### src/rtl/claim_pkg.sv
package claim_pkg;

   typedef enum logic {
      WALK_IDLE = 1'b0,
      WALK_BUSY = 1'b1
   } walk_st_e;

   // index width that never collapses to zero
   function automatic int idx_w(input int n);
      return (n > 1) ? $clog2(n) : 1;
   endfunction

endpackage

### src/rtl/claim_walk.sv
module claim_walk import claim_pkg::*; #(
   parameter  int NUM_SETS = 8,
   parameter  int CMDS     = 4,
   parameter  int ADDR_W   = 16,
   parameter  int MAX_REQ  = 4,
   localparam int SET_W    = idx_w(NUM_SETS),
   localparam int CMD_W    = idx_w(CMDS),
   localparam int CNT_W    = $clog2(NUM_SETS + 1),
   localparam int RCNT_W   = $clog2(MAX_REQ + 1),
   localparam int FLAT_W   = idx_w(NUM_SETS * CMDS)
) (
   input  logic                            clk_i,
   input  logic                            rst_ni,
   input  logic                            start_i,
   input  logic [SET_W-1:0]                off_i,
   input  logic [CNT_W-1:0]                cnt_i,
   input  logic [RCNT_W-1:0]               rcnt_i,
   input  logic [MAX_REQ*ADDR_W-1:0]       raddr_i,
   input  logic [NUM_SETS-1:0]             in_use_i,
   input  logic [NUM_SETS*CMDS-1:0]        cmd_en_i,
   input  logic [NUM_SETS*CMDS*ADDR_W-1:0] cmd_addr_i,
   output logic                            idle_o,
   output logic                            fin_o,
   output logic                            hit_o
);

   walk_st_e            st_q;
   logic [CNT_W-1:0]    idx_q;
   logic [CMD_W-1:0]    cmd_q;
   logic [CNT_W:0]      set_sum;
   logic                in_range;
   logic [SET_W-1:0]    set_sel;
   logic [FLAT_W-1:0]   flat;
   logic [ADDR_W-1:0]   cur_addr;
   logic [MAX_REQ-1:0]  lane_hit;
   logic                last;

   assign set_sum  = (CNT_W+1)'(off_i) + (CNT_W+1)'(idx_q);
   assign in_range = set_sum < (CNT_W+1)'(NUM_SETS);
   assign set_sel  = SET_W'(set_sum);
   assign flat     = FLAT_W'(set_sel) * FLAT_W'(CMDS) + FLAT_W'(cmd_q);
   assign cur_addr = cmd_addr_i[flat*ADDR_W +: ADDR_W];

   // one comparator per request lane, lanes past the count stay silent
   for (genvar k = 0; k < MAX_REQ; k++) begin : g_lane
      assign lane_hit[k] = (RCNT_W'(k) < rcnt_i) &&
                           (raddr_i[k*ADDR_W +: ADDR_W] == cur_addr);
   end

   assign hit_o  = (st_q == WALK_BUSY) && (cnt_i != '0) && in_range &&
                   in_use_i[set_sel] && cmd_en_i[flat] && (|lane_hit);
   assign last   = (idx_q == cnt_i - CNT_W'(1)) && (cmd_q == CMD_W'(CMDS - 1));
   assign fin_o  = (st_q == WALK_BUSY) && ((cnt_i == '0) || hit_o || last);
   assign idle_o = (st_q == WALK_IDLE);

   always_ff @(posedge clk_i or negedge rst_ni) begin
      if (!rst_ni) begin
         st_q  <= WALK_IDLE;
         idx_q <= '0;
         cmd_q <= '0;
      end else begin
         case (st_q)
            WALK_IDLE: begin
               if (start_i) begin
                  st_q  <= WALK_BUSY;
                  idx_q <= '0;
                  cmd_q <= '0;
               end
            end
            default: begin
               if (fin_o) begin
                  st_q <= WALK_IDLE;
               end else if (cmd_q == CMD_W'(CMDS - 1)) begin
                  cmd_q <= '0;
                  idx_q <= idx_q + CNT_W'(1);
               end else begin
                  cmd_q <= cmd_q + CMD_W'(1);
               end
            end
         endcase
      end
   end

   // walk never leaves the selected group
   p_walk_in_group_r3: assert property (@(posedge clk_i) disable iff (!rst_ni)
      (st_q == WALK_BUSY && cnt_i != '0) |-> (idx_q < cnt_i));

   // a start is only issued to an idle walker
   p_walk_start_idle_r2: assert property (@(posedge clk_i) disable iff (!rst_ni)
      start_i |-> (st_q == WALK_IDLE));

endmodule

### src/rtl/claim_pick.sv
module claim_pick import claim_pkg::*; #(
   parameter  int NUM_SETS = 8,
   localparam int SET_W    = idx_w(NUM_SETS),
   localparam int CNT_W    = $clog2(NUM_SETS + 1)
) (
   input  logic [NUM_SETS-1:0] in_use_i,
   input  logic [SET_W-1:0]    off_i,
   input  logic [CNT_W-1:0]    cnt_i,
   output logic                found_o,
   output logic [SET_W-1:0]    id_o
);

   logic [NUM_SETS-1:0] cand;
   logic [CNT_W:0]      lo;
   logic [CNT_W:0]      hi;

   assign lo = (CNT_W+1)'(off_i);
   assign hi = lo + (CNT_W+1)'(cnt_i);

   for (genvar s = 0; s < NUM_SETS; s++) begin : g_cand
      assign cand[s] = !in_use_i[s] &&
                       ((CNT_W+1)'(s) >= lo) && ((CNT_W+1)'(s) < hi);
   end

   // lowest index wins: scan downward so the last write is the smallest
   always_comb begin
      id_o = '0;
      for (int s = NUM_SETS - 1; s >= 0; s--) begin
         if (cand[s]) id_o = SET_W'(s);
      end
   end

   assign found_o = |cand;

endmodule

### src/rtl/claim_track.sv
module claim_track import claim_pkg::*; #(
   parameter  int NUM_SETS = 8,
   localparam int SET_W    = idx_w(NUM_SETS)
) (
   input  logic                clk_i,
   input  logic                rst_ni,
   input  logic                grant_i,
   input  logic [SET_W-1:0]    grant_id_i,
   input  logic                borrow_i,
   input  logic                rel_i,
   input  logic [SET_W-1:0]    rel_id_i,
   output logic [NUM_SETS-1:0] in_use_o,
   output logic [NUM_SETS-1:0] irq_o,
   output logic [NUM_SETS-1:0] zero_o,
   output logic [NUM_SETS-1:0] stop_o
);

   logic [NUM_SETS-1:0] use_q, use_d;
   logic [NUM_SETS-1:0] irq_q, irq_d;
   logic [NUM_SETS-1:0] zero_q, zero_d;
   logic [NUM_SETS-1:0] stop_q, stop_d;
   logic [NUM_SETS-1:0] g_hot, r_hot;
   logic                rel_fire;

   assign g_hot    = NUM_SETS'(1) << grant_id_i;
   assign r_hot    = NUM_SETS'(1) << rel_id_i;
   assign rel_fire = rel_i && use_q[rel_id_i];

   always_comb begin
      use_d  = use_q;
      irq_d  = irq_q;
      zero_d = '0;
      stop_d = '0;
      if (grant_i) begin
         use_d = use_d | g_hot;
         if (borrow_i) begin
            irq_d  = irq_d | g_hot;
            zero_d = zero_d | g_hot;
         end
      end
      if (rel_fire) begin
         use_d  = use_d & ~r_hot;
         zero_d = zero_d | r_hot;
         if (irq_q[rel_id_i]) begin
            irq_d  = irq_d & ~r_hot;
            stop_d = r_hot;
         end
      end
   end

   always_ff @(posedge clk_i or negedge rst_ni) begin
      if (!rst_ni) begin
         use_q  <= '0;
         irq_q  <= '0;
         zero_q <= '0;
         stop_q <= '0;
      end else begin
         use_q  <= use_d;
         irq_q  <= irq_d;
         zero_q <= zero_d;
         stop_q <= stop_d;
      end
   end

   assign in_use_o = use_q;
   assign irq_o    = irq_q;
   assign zero_o   = zero_q;
   assign stop_o   = stop_q;

   p_grant_free_r5: assert property (@(posedge clk_i) disable iff (!rst_ni)
      grant_i |-> !use_q[grant_id_i]);

   p_rel_clears_r9: assert property (@(posedge clk_i) disable iff (!rst_ni)
      rel_fire |=> !use_q[$past(rel_id_i)]);

   p_rel_idle_noop_r10: assert property (@(posedge clk_i) disable iff (!rst_ni)
      (rel_i && !use_q[rel_id_i] && !grant_i) |=> (use_q == $past(use_q)) && (zero_q == '0));

   p_same_edge_r11: assert property (@(posedge clk_i) disable iff (!rst_ni)
      (grant_i && rel_fire) |=> use_q[$past(grant_id_i)] && !use_q[$past(rel_id_i)]);

   p_irq_in_use_r8: assert property (@(posedge clk_i) disable iff (!rst_ni)
      (irq_q & ~use_q) == '0);

   p_stop_with_zero_r9: assert property (@(posedge clk_i) disable iff (!rst_ni)
      $onehot0(stop_q) && ((stop_q & ~zero_q) == '0));

endmodule

### src/rtl/cmdset_claimer.sv
module cmdset_claimer import claim_pkg::*; #(
   parameter  int NUM_SETS = 8,
   parameter  int CMDS     = 4,
   parameter  int ADDR_W   = 16,
   parameter  int MAX_REQ  = 4,
   localparam int SET_W    = idx_w(NUM_SETS),
   localparam int CNT_W    = $clog2(NUM_SETS + 1),
   localparam int RCNT_W   = $clog2(MAX_REQ + 1)
) (
   input  logic                            clk_i,
   input  logic                            rst_ni,
   input  logic                            req_valid_i,
   input  logic [RCNT_W-1:0]               req_cnt_i,
   input  logic [MAX_REQ*ADDR_W-1:0]       req_addr_i,
   input  logic [SET_W-1:0]                act_off_i,
   input  logic [CNT_W-1:0]                act_cnt_i,
   input  logic [SET_W-1:0]                wake_off_i,
   input  logic [CNT_W-1:0]                wake_cnt_i,
   input  logic [NUM_SETS*CMDS-1:0]        cmd_en_i,
   input  logic [NUM_SETS*CMDS*ADDR_W-1:0] cmd_addr_i,
   input  logic                            rel_valid_i,
   input  logic [SET_W-1:0]                rel_id_i,
   output logic                            idle_o,
   output logic                            done_o,
   output logic                            grant_o,
   output logic                            busy_o,
   output logic [SET_W-1:0]                grant_id_o,
   output logic                            borrowed_o,
   output logic [NUM_SETS-1:0]             in_use_o,
   output logic [NUM_SETS-1:0]             borrow_irq_o,
   output logic [NUM_SETS-1:0]             cmd_zero_o,
   output logic [NUM_SETS-1:0]             stop_trig_o
);

   if (NUM_SETS < 2) begin : g_bad_sets
      $error("cmdset_claimer: NUM_SETS must be at least 2");
   end
   if (CMDS < 1 || MAX_REQ < 1 || ADDR_W < 1) begin : g_bad_dims
      $error("cmdset_claimer: CMDS, MAX_REQ and ADDR_W must be positive");
   end

   logic                      walk_idle, walk_fin, walk_hit;
   logic                      accept;
   logic                      pick_found;
   logic [SET_W-1:0]          pick_id;
   logic                      grant_now;
   logic [SET_W-1:0]          g_off_q;
   logic [CNT_W-1:0]          g_cnt_q;
   logic                      g_wake_q;
   logic [RCNT_W-1:0]         r_cnt_q;
   logic [MAX_REQ*ADDR_W-1:0] r_addr_q;
   logic                      done_q, grant_q, busy_q, brw_q;
   logic [SET_W-1:0]          id_q;
   logic                      rel_hit;

   assign accept    = req_valid_i && walk_idle;
   assign grant_now = walk_fin && !walk_hit && pick_found;
   assign rel_hit   = rel_valid_i && in_use_o[rel_id_i];

   // latch the request and the group it targets
   always_ff @(posedge clk_i or negedge rst_ni) begin
      if (!rst_ni) begin
         g_off_q  <= '0;
         g_cnt_q  <= '0;
         g_wake_q <= 1'b0;
         r_cnt_q  <= '0;
         r_addr_q <= '0;
      end else if (accept) begin
         g_wake_q <= (act_cnt_i == '0);
         g_off_q  <= (act_cnt_i == '0) ? wake_off_i : act_off_i;
         g_cnt_q  <= (act_cnt_i == '0) ? wake_cnt_i : act_cnt_i;
         r_cnt_q  <= req_cnt_i;
         r_addr_q <= req_addr_i;
      end
   end

   claim_walk #(
      .NUM_SETS (NUM_SETS),
      .CMDS     (CMDS),
      .ADDR_W   (ADDR_W),
      .MAX_REQ  (MAX_REQ)
   ) i_walk (
      .clk_i      (clk_i),
      .rst_ni     (rst_ni),
      .start_i    (accept),
      .off_i      (g_off_q),
      .cnt_i      (g_cnt_q),
      .rcnt_i     (r_cnt_q),
      .raddr_i    (r_addr_q),
      .in_use_i   (in_use_o),
      .cmd_en_i   (cmd_en_i),
      .cmd_addr_i (cmd_addr_i),
      .idle_o     (walk_idle),
      .fin_o      (walk_fin),
      .hit_o      (walk_hit)
   );

   claim_pick #(
      .NUM_SETS (NUM_SETS)
   ) i_pick (
      .in_use_i (in_use_o),
      .off_i    (g_off_q),
      .cnt_i    (g_cnt_q),
      .found_o  (pick_found),
      .id_o     (pick_id)
   );

   claim_track #(
      .NUM_SETS (NUM_SETS)
   ) i_track (
      .clk_i      (clk_i),
      .rst_ni     (rst_ni),
      .grant_i    (grant_now),
      .grant_id_i (pick_id),
      .borrow_i   (g_wake_q),
      .rel_i      (rel_valid_i),
      .rel_id_i   (rel_id_i),
      .in_use_o   (in_use_o),
      .irq_o      (borrow_irq_o),
      .zero_o     (cmd_zero_o),
      .stop_o     (stop_trig_o)
   );

   // result register, aligned with the in-use update
   always_ff @(posedge clk_i or negedge rst_ni) begin
      if (!rst_ni) begin
         done_q  <= 1'b0;
         grant_q <= 1'b0;
         busy_q  <= 1'b0;
         brw_q   <= 1'b0;
         id_q    <= '0;
      end else begin
         done_q  <= walk_fin;
         grant_q <= grant_now;
         busy_q  <= walk_fin && !grant_now;
         brw_q   <= grant_now && g_wake_q;
         if (grant_now) id_q <= pick_id;
      end
   end

   assign idle_o     = walk_idle;
   assign done_o     = done_q;
   assign grant_o    = grant_q;
   assign busy_o     = busy_q;
   assign borrowed_o = brw_q;
   assign grant_id_o = id_q;

   p_done_pulse_r2: assert property (@(posedge clk_i) disable iff (!rst_ni)
      done_o |=> !done_o);

   p_result_excl_r6: assert property (@(posedge clk_i) disable iff (!rst_ni)
      done_o |-> (grant_o ^ busy_o));

   p_result_quiet_r6: assert property (@(posedge clk_i) disable iff (!rst_ni)
      !done_o |-> (!grant_o && !busy_o && !borrowed_o));

   p_grant_marks_r5: assert property (@(posedge clk_i) disable iff (!rst_ni)
      (done_o && grant_o) |-> in_use_o[grant_id_o]);

   p_group_fits_r5: assert property (@(posedge clk_i) disable iff (!rst_ni)
      accept |-> ((act_cnt_i == '0)
                  ? ((CNT_W+1)'(wake_off_i) + (CNT_W+1)'(wake_cnt_i) <= (CNT_W+1)'(NUM_SETS))
                  : ((CNT_W+1)'(act_off_i)  + (CNT_W+1)'(act_cnt_i)  <= (CNT_W+1)'(NUM_SETS))));

   p_busy_keeps_r7: assert property (@(posedge clk_i) disable iff (!rst_ni)
      (done_o && busy_o && !$past(rel_hit)) |-> (in_use_o == $past(in_use_o)));

   p_borrow_marks_r8: assert property (@(posedge clk_i) disable iff (!rst_ni)
      (done_o && grant_o && borrowed_o) |->
         (borrow_irq_o[grant_id_o] && cmd_zero_o[grant_id_o]));

endmodule

### config.mk
export PLATFORM = sky130hd
export DESIGN_NAME = cmdset_claimer
export DESIGN_NICKNAME = d
export VERILOG_FILES = /design/src/rtl/claim_pkg.sv /design/src/rtl/claim_walk.sv /design/src/rtl/claim_pick.sv /design/src/rtl/claim_track.sv /design/src/rtl/cmdset_claimer.sv
export SDC_FILE = /design/constraint.sdc
export NUM_CORES = 1
export LEC_CHECK = 0
export CAP_MARGIN = 20
export CORE_AREA = 2 2 264 266
export DETAILED_ROUTE_END_ITERATION = 16
export DIE_AREA = 0 0 266 268
export SLEW_MARGIN = 20
export SYNTH_ARGS = -nofsm -noshare
export SYNTH_HDL_FRONTEND = slang
export SYNTH_SLANG_ARGS = --single-unit
### constraint.sdc
create_clock -name clk_i -period 6 [get_ports clk_i]
set_clock_uncertainty 0.1 [all_clocks]
set_input_delay 1.8 -clock clk_i [delete_from_list [all_inputs] [get_ports clk_i]]
set_output_delay 1.8 -clock clk_i [all_outputs]
set_load 0.005 [all_outputs]
[After elaboration in Yosys (flattened, before gate mapping)]
Cells that the tools add are included.
Storage, ports and cells
  register bits after elaboration: 121
  bits in latches: 0
  RAM bits: 0
  bits in read-only memories: 0
  output and inout bits: 40
  logic and storage cells: 158
  memories kept: 0
Cells by class
  $add $sub $neg: 6
  multipliers: 0
  divide/modulo/power cells: 0
  order comparisons: 24
  eq/ne operators: 8
  shifts and indexed selects: 3
  muxes and demuxes: 40
  bitwise operators: 7
  reductions and logical operators: 53
Operators by type and width (count)
  $shiftx 512x10->16: 1
  $mux 8: 11
  $eq 16x16->1: 4
  $logic_and 1x1->1: 33
  $mux 3: 9
  $or 8x8->8: 3
  $lt 3x5->1 const A: 4
  $mux 4: 5
  $and 8x8->8: 2
  $shl 1x3->8 const A: 2
  $ge 3x3->1 const A: 4
  $add 3x4->5: 2
  $logic_not 1->1: 10
  $lt 1x5->1 const A: 2
  $lt 2x5->1 const A: 2
  $bmux 1 s3: 3
  $logic_not 4->1: 2
  $lt 3x4->1 const B: 2
  $mux 2: 4
  $not 8->8: 1
  $reduce_or 8->1: 1
  $mux 1: 7
  $ge 1x3->1 const A: 2
  $ge 2x3->1 const A: 2
  19 further kinds: 23

[Logic depth before layout (Yosys ltp)]
Gate-level depths: netlist of run 1.
  word-level depth: 18
  depth in mapped cells: 18
  mapped depth without buffers: 13

[By module]
A second synthesis of run 1 with hierarchy kept.
Second synthesis, totals
  cells, all modules: 998
  area total of the unflattened synthesis: 10985.5 um^2
By module, submodules not included
  claim_walk: times used 1, cells an instance 626, area an instance 6144.6 um^2
  cmdset_claimer: times used 1, cells an instance 191, area an instance 3052.9 um^2
  claim_track: times used 1, cells an instance 125, area an instance 1393.8 um^2
  claim_pick: times used 1, cells an instance 56, area an instance 394.1 um^2

[Least setup slack after synthesis of run 1]
No wires, ideal clock.
  path type: in2reg
  from: input cmd_addr_i[435]
  to: register i_track.use_q[6] (netlist: i_track.in_use_o[6])
  library setup time: 0.122 ns
  arrival time: 4.562 ns
  required time: 5.778 ns
  slack: 1.217 ns
  stages on the path: 13
  cells stage by stage: mux2i_1 > a22oi_1 > a21oi_1 > nor4_1 > xor2_1 > nor4_1 > nand3_1 > or4_1 > a41oi_2 > buf_6 > nor2_4 > buf_6 > a32o_1
Between the ends
  word-level cells in the longest chain between the ends: 13
  elaborated cells between the ends (all ways): 20
  classes of those cells: eq/ne: 4; shift: 1; mux: 2; bitwise: 1; reduce/logical: 12
Ends and longest elaborated chain
  start: declaration: RTL line cmdset_claimer.sv:20  | input logic [NUM_SETS*CMDS*ADDR_W-1:0] cmd_addr_i,
  $shiftx 512x10->16 *: RTL line claim_walk.sv:42  | assign cur_addr = cmd_addr_i[flat*ADDR_W +: ADDR_W];
  $eq 16x16->1: RTL line claim_walk.sv:47  | (raddr_i[k*ADDR_W +: ADDR_W] == cur_addr);
  $logic_and 1x1->1: RTL line claim_walk.sv:46  | assign lane_hit[k] = (RCNT_W'(k) < rcnt_i) &&
  $reduce_or 4->1 *: RTL line claim_walk.sv:51  | in_use_i[set_sel] && cmd_en_i[flat] && (|lane_hit);
  $logic_and 1x1->1 *: RTL line claim_walk.sv:51
  $logic_or 1x1->1 (2 in a row): RTL line claim_walk.sv:53  | assign fin_o = (st_q == WALK_BUSY) && ((cnt_i == '0) || hit_o || last);
  $logic_and 1x1->1: RTL line claim_walk.sv:53
  $logic_and 1x1->1 * (2 in a row): RTL line cmdset_claimer.sv:57  | assign grant_now = walk_fin && !walk_hit && pick_found;
  $mux 8 *: RTL line claim_track.sv:34  | if (grant_i) begin
  $and 8x8->8: RTL line claim_track.sv:42  | use_d = use_d & ~r_hot;
  $mux 8 *: RTL line claim_track.sv:41  | if (rel_fire) begin
  via i_track.use_d[6]: RTL line claim_track.sv:18  | logic [NUM_SETS-1:0] use_q, use_d;
  end signal: assignment: RTL line claim_track.sv:58  | use_q <= use_d;
  end: declaration: RTL line claim_track.sv:18
Mark *: on every way through the listed nets, which the timed path passes. The rest lies on a longest branch.
A chain may end at the register's enable or synchronous reset.

[Worst setup path in the final report of run 1]
  from: register i_walk.idx_q[0]
  to: register i_walk.cmd_q[0]
Between the ends
  word-level cells in the longest chain between the ends: 12
  elaborated cells between the ends (all ways): 28
  classes of those cells: add/sub: 2; order compare: 1; eq/ne: 6; shift: 1; mux: 4; reduce/logical: 14
Ends and longest elaborated chain
  start: declaration: RTL line claim_walk.sv:28  | logic [CNT_W-1:0] idx_q;
  start signal: assignment: RTL line claim_walk.sv:75  | idx_q <= idx_q + CNT_W'(1);
  $add 3x4->5: RTL line claim_walk.sv:38  | assign set_sum = (CNT_W+1)'(off_i) + (CNT_W+1)'(idx_q);
  $add 5x2->5: RTL line claim_walk.sv:41  | assign flat = FLAT_W'(set_sel) * FLAT_W'(CMDS) + FLAT_W'(cmd_q);
  $shiftx 512x10->16: RTL line claim_walk.sv:42
  $eq 16x16->1: RTL line claim_walk.sv:47
  $logic_and 1x1->1: RTL line claim_walk.sv:46
  $reduce_or 4->1: RTL line claim_walk.sv:51
  $logic_and 1x1->1: RTL line claim_walk.sv:51
  $logic_or 1x1->1: RTL line claim_walk.sv:53
  $logic_or 1x1->1 *: RTL line claim_walk.sv:53
  $logic_and 1x1->1 *: RTL line claim_walk.sv:53
  $ne 2x2->1 (no source line) *
  $reduce_and 2->1 (no source line) *
  end signal: assignment: RTL line claim_walk.sv:77  | cmd_q <= cmd_q + CMD_W'(1);
  end: declaration: RTL line claim_walk.sv:29  | logic [CMD_W-1:0] cmd_q;
Mark *: on every way between the ends. The rest lies on a longest branch, timed or not. The select of a mux whose other input is x is not followed.

==> out/qor.txt, run 1 <==
POWER
-------------------------------------------------------------------------------------------------
Power per unit of standard cell area                                                   577 nW/µm²
Peak VDD IR                                                                            0.000325 V
Leak pwr                                                                                  7.76 nW

STA
-------------------------------------------------------------------------------------------------
Min setup slack post-route                                                               0.663 ns
Unrepaired setup endpoints after global routing                                             false
Period utilization                                                                          0.890
Fmax                                                                                      187 MHz
Max-slew headroom                                                                           0.319
Accumulated negative setup slack                                                             0 ns
Fin crit period                                                                           5.34 ns
Worst-Margin Slew                                                                         1.02 ns
Count of final hold-check violations                                                            0
Count of endpoints failing setup in the final report                                            0
Max-slew violation count                                                                        0

CRITICAL PATH
-------------------------------------------------------------------------------------------------
Critical path's slowest cell                                                         sky130_fd_sc_hd__ha_2
Worst reg2reg path startpoint                                                        i_walk.idx_q[0]
Worst Path Required                                                                       6.20 ns
Crit path top cell by count                                                          sky130_fd_sc_hd__buf_4
Critical path buffers and inverters                                                             2
Destination of the critical timing path                                              i_walk.cmd_q[0]
Number of stages on the worst setup path                                                       14
Chain of cells forming the critical path                                             ha_2 -> and2b_2 -> a22oi_1 -> a21oi_1 -> nor4_2 -> buf_4 -> xor2_1 -> nor3_1 -> nand3_1 -> or4_1 -> a41oi_2 -> buf_4 -> nor2b_1 -> or3b_1
CP Launch Type                                                                          flip-flop
Reg2reg path depth                                                                             14
Arrival @ worst endpoint                                                                  5.53 ns
Crit path max-delay family                                                           simple AND/OR/NAND/NOR gates
Internal reg-to-reg setup slack                                                           0.66 ns
Critical Path Sink Type                                                                 flip-flop
Top fanout value on the critical path                                                          40
Destination of the worst register-to-register timing path                            i_walk.cmd_q[0]
Worst setup path startpoint                                                          i_walk.idx_q[0]
Path type of the worst setup path                                                    flip-flop to flip-flop
Max incr delay on CP                                                                      0.76 ns

ROUTING
-------------------------------------------------------------------------------------------------
WL final                                                                                  67.1 mm
Via/cell ratio                                                                               4.54
Initial DRC Count                                                                             774
Count of unresolved DRC violations after routing                                                0
Routed length per instance                                                                25.0 µm
Vias                                                                                        12200
First-pass iteration count of the detailed router                                               5
Count of nets left with antenna violations after detail routing                                 0

YOSYS
-------------------------------------------------------------------------------------------------
Top cells by area, synth                                                             sky130_fd_sc_hd__dfrtp_1 28%, sky130_fd_sc_hd__mux2i_1 17%, sky130_fd_sc_hd__mux4_2 12%
Yosys top cell area share                                                                   0.284
Top-count cell post-synth                                                            sky130_fd_sc_hd__nand2_1
Cell accounting for the most synthesized area                                        sky130_fd_sc_hd__dfrtp_1
Synthesized netlist cell count                                                               1121
Number of nets produced by synthesis                                                         1765
Cell Area, Synth                                                                        10700 µm²
Count of warnings emitted by yosys                                                              0
Number of enable-type register cells in the synthesized netlist                                 0
Fraction of the yosys area taken by sequential cells                                        0.284
Syn avg cell area                                                                        9.50 µm²
Synthesis-stage register bit count                                                            121
Ys async rst share                                                                           1.00
Number of distinct library cell variants in the gate-level netlist after synthesis             65
Most instantiated cells after synthesis                                              244 x sky130_fd_sc_hd__nand2_1, 177 x sky130_fd_sc_hd__mux2i_1, 121 x sky130_fd_sc_hd__dfrtp_1
Main flop type after synthesis                                                       sky130_fd_sc_hd__dfrtp_1

CLOCK NETWORK
-------------------------------------------------------------------------------------------------
# H-tree levels                                                                                 4
Buffers from clock root to sink, at most                                                        2
Clock transition at path regs                                                             0.06 ns
CTS buffer count                                                                               17
Clock tree from TritonCTS                                                                   built
Count of clock tree sinks                                                                     121
Clock insertion delay at the later pin of the skew report                                 0.43 ns
Hold_buf cts                                                                                    0
Count of buffers added by post-CTS timing repair for setup                                      0
Clock Root Buffer                                                                    sky130_fd_sc_hd__clkbuf_16
CTS-repair resized insts                                                                        0

GLOBAL ROUTING
-------------------------------------------------------------------------------------------------
Wire length of the first global-routing pass                                              91.4 mm
Vias in the first global route                                                              12700
Fraction of met2 tracks used by global routing                                              0.299
Fraction of met3 tracks used by global routing                                             0.0599
Number of antenna violations at the first check in global routing                              38
Largest net degree at the start of global routing                                              83
GRT Util Overall                                                                            0.179
Global route hottest layer                                                                   met2
Grt total ovfl                                                                                  0
M1 GR Usage                                                                                 0.212

FLOW RUN
-------------------------------------------------------------------------------------------------
Max-capacitance violation count                                                                 0

CELLS AND AREA
-------------------------------------------------------------------------------------------------
Non-filler cells in the finished layout                                                      2691
Final layout net count                                                                       2422
Core Util, Final                                                                            0.281
Area of all sequential standard cells                                                    3040 µm²
Ratio of cells with drive above 1 in the final layout                                      0.0938
Fillcell total                                                                               7118
Area taken by multi-input logic gates                                                    7200 µm²
Layout overhead on the synthesized area                                                     79.7%

FLOORPLAN
-------------------------------------------------------------------------------------------------
Die Height                                                                                 268 µm
Core Box Area                                                                           68200 µm²
Area enclosed by the die boundary                                                       71300 µm²
IO Pins                                                                                       672
Placement row count                                                                            96
Effective utilization at floorplan                                                          0.156
Horiz. Die Dim                                                                             266 µm

PLACED DESIGN
-------------------------------------------------------------------------------------------------
DP Wirelength                                                                             56.7 mm
Quantity of I/O buffers inserted on ports                                                     671
Routability congestion estimate                                                             0.867
Post-Place Setup Slack                                                                   0.192 ns
Cell count after placement                                                                   2641

RUN STATUS
-------------------------------------------------------------------------------------------------
Status                                                                               finished, final reports clean

WORST HOLD PATH
-------------------------------------------------------------------------------------------------
Worst min-delay path category                                                        flip-flop to flip-flop

layer usage:
metal / vias up / part of all wire
li1: 5500 / -
met1: 6029 / 0.40
met2: 561 / 0.48
met3: 107 / 0.086
met4: 24 / 0.031
met5: - / 0.0025
cell usage in the layout, fill, tap and decap left out, types with 33 or more instances in the layout:
master                              n
sky130_fd_sc_hd__a21oi_1           45
sky130_fd_sc_hd__a22oi_1           77
sky130_fd_sc_hd__buf_4             43
sky130_fd_sc_hd__clkdlybuf4s50_1  670
sky130_fd_sc_hd__dfrtp_1          119
sky130_fd_sc_hd__mux2i_1          177
sky130_fd_sc_hd__mux4_2            58
sky130_fd_sc_hd__nand2_1          243
sky130_fd_sc_hd__nand3_1           33
sky130_fd_sc_hd__xor2_1            39
through the flow:
step	cell area [µm²]	power (mW)	hold slack, ns
6_report	19100	11.0	0.394
5_1_grt	19100	11.8	0.421
4_1_cts	19100	11.3	0.398
3_5_place_dp	18500	10.1	0.383
3_3_place_gp	18500	10.1	0.378
2_1_floorplan	10700	6.37	0.363
state kept, by name, summed over array words and instances (netlist names), 4 cells and up:
signal            count
i_track.irq_o         8
i_track.in_use_o      8
i_track.stop_o        8
i_walk.idx_q          4
i_track.zero_o        8
g_cnt_q               4
r_addr_q             64
worst register-to-register path, stage by stage, from the launching register on:
cell	delay, ns
sky130_fd_sc_hd__dfrtp_1	0.46
sky130_fd_sc_hd__ha_2	0.76
sky130_fd_sc_hd__and2b_2	0.64
sky130_fd_sc_hd__a22oi_1	0.36
sky130_fd_sc_hd__a21oi_1	0.18
sky130_fd_sc_hd__nor4_2	0.53
sky130_fd_sc_hd__buf_4	0.26
sky130_fd_sc_hd__xor2_1	0.07
sky130_fd_sc_hd__nor3_1	0.29
sky130_fd_sc_hd__nand3_1	0.14
sky130_fd_sc_hd__or4_1	0.50
sky130_fd_sc_hd__a41oi_2	0.25
sky130_fd_sc_hd__buf_4	0.23
sky130_fd_sc_hd__nor2b_1	0.08
sky130_fd_sc_hd__or3b_1	0.35
worst min path at each step:
stage	from	endpoint	slack, ns	depth (start not counted)
after floorplan	r_addr_q[55]	r_addr_q[55]	0.36	2
after global placement	r_addr_q[42]	r_addr_q[42]	0.38	2
after detailed placement	r_addr_q[26]	r_addr_q[26]	0.38	2
after CTS	r_addr_q[26]	r_addr_q[26]	0.40	2
after global routing	r_addr_q[33]	r_addr_q[33]	0.42	2
final	r_addr_q[63]	r_addr_q[63]	0.39	2
final cells by class:
type / instances / area share
Multi-Input combinational cell: 913 / 0.376
Timing Repair Buffer: 717 / 0.371
Sequential cell: 121 / 0.159
Tap cell: 882 / 0.0576
Clock buffer: 20 / 0.0238
Clock inverter: 12 / 0.00902
Antenna cell: 18 / 0.00235
Inverter: 8 / 0.00157
power breakdown:
part | leakage, nW | internal [mW] | switching, mW
combinational | 5.91 | 3.47 | 4.89
sequential | 1.54 | 1.12 | 0.473
clock | 0.306 | 0.714 | 0.384
total | 7.76 | 5.30 | 5.75
cell families (layout without fill, tap and decap cells):
kind of cell | after synthesis | in the layout | synth area share
flops | 121 | 121 | 0.284
other cells | 0 | 18 | 0
compound gates | 190 | 190 | 0.128
xor+xnor | 70 | 70 | 0.0575
simple gates | 399 | 399 | 0.171
mux | 242 | 242 | 0.297
fa+ha+maj | 12 | 12 | 0.0155
buf+inv | 87 | 757 | 0.0462
(Power assumes the default switching activity.)
==> run 2: changes to the inputs <==
--- a/config.mk
+++ b/config.mk
@@ -13,3 +13,4 @@
 export SYNTH_ARGS = -nofsm -noshare
 export SYNTH_HDL_FRONTEND = slang
 export SYNTH_SLANG_ARGS = --single-unit
+export TNS_END_PERCENT = 5
==> results of run 2 <==
The final DEF is identical to that of run 1; final timing and power are the same.
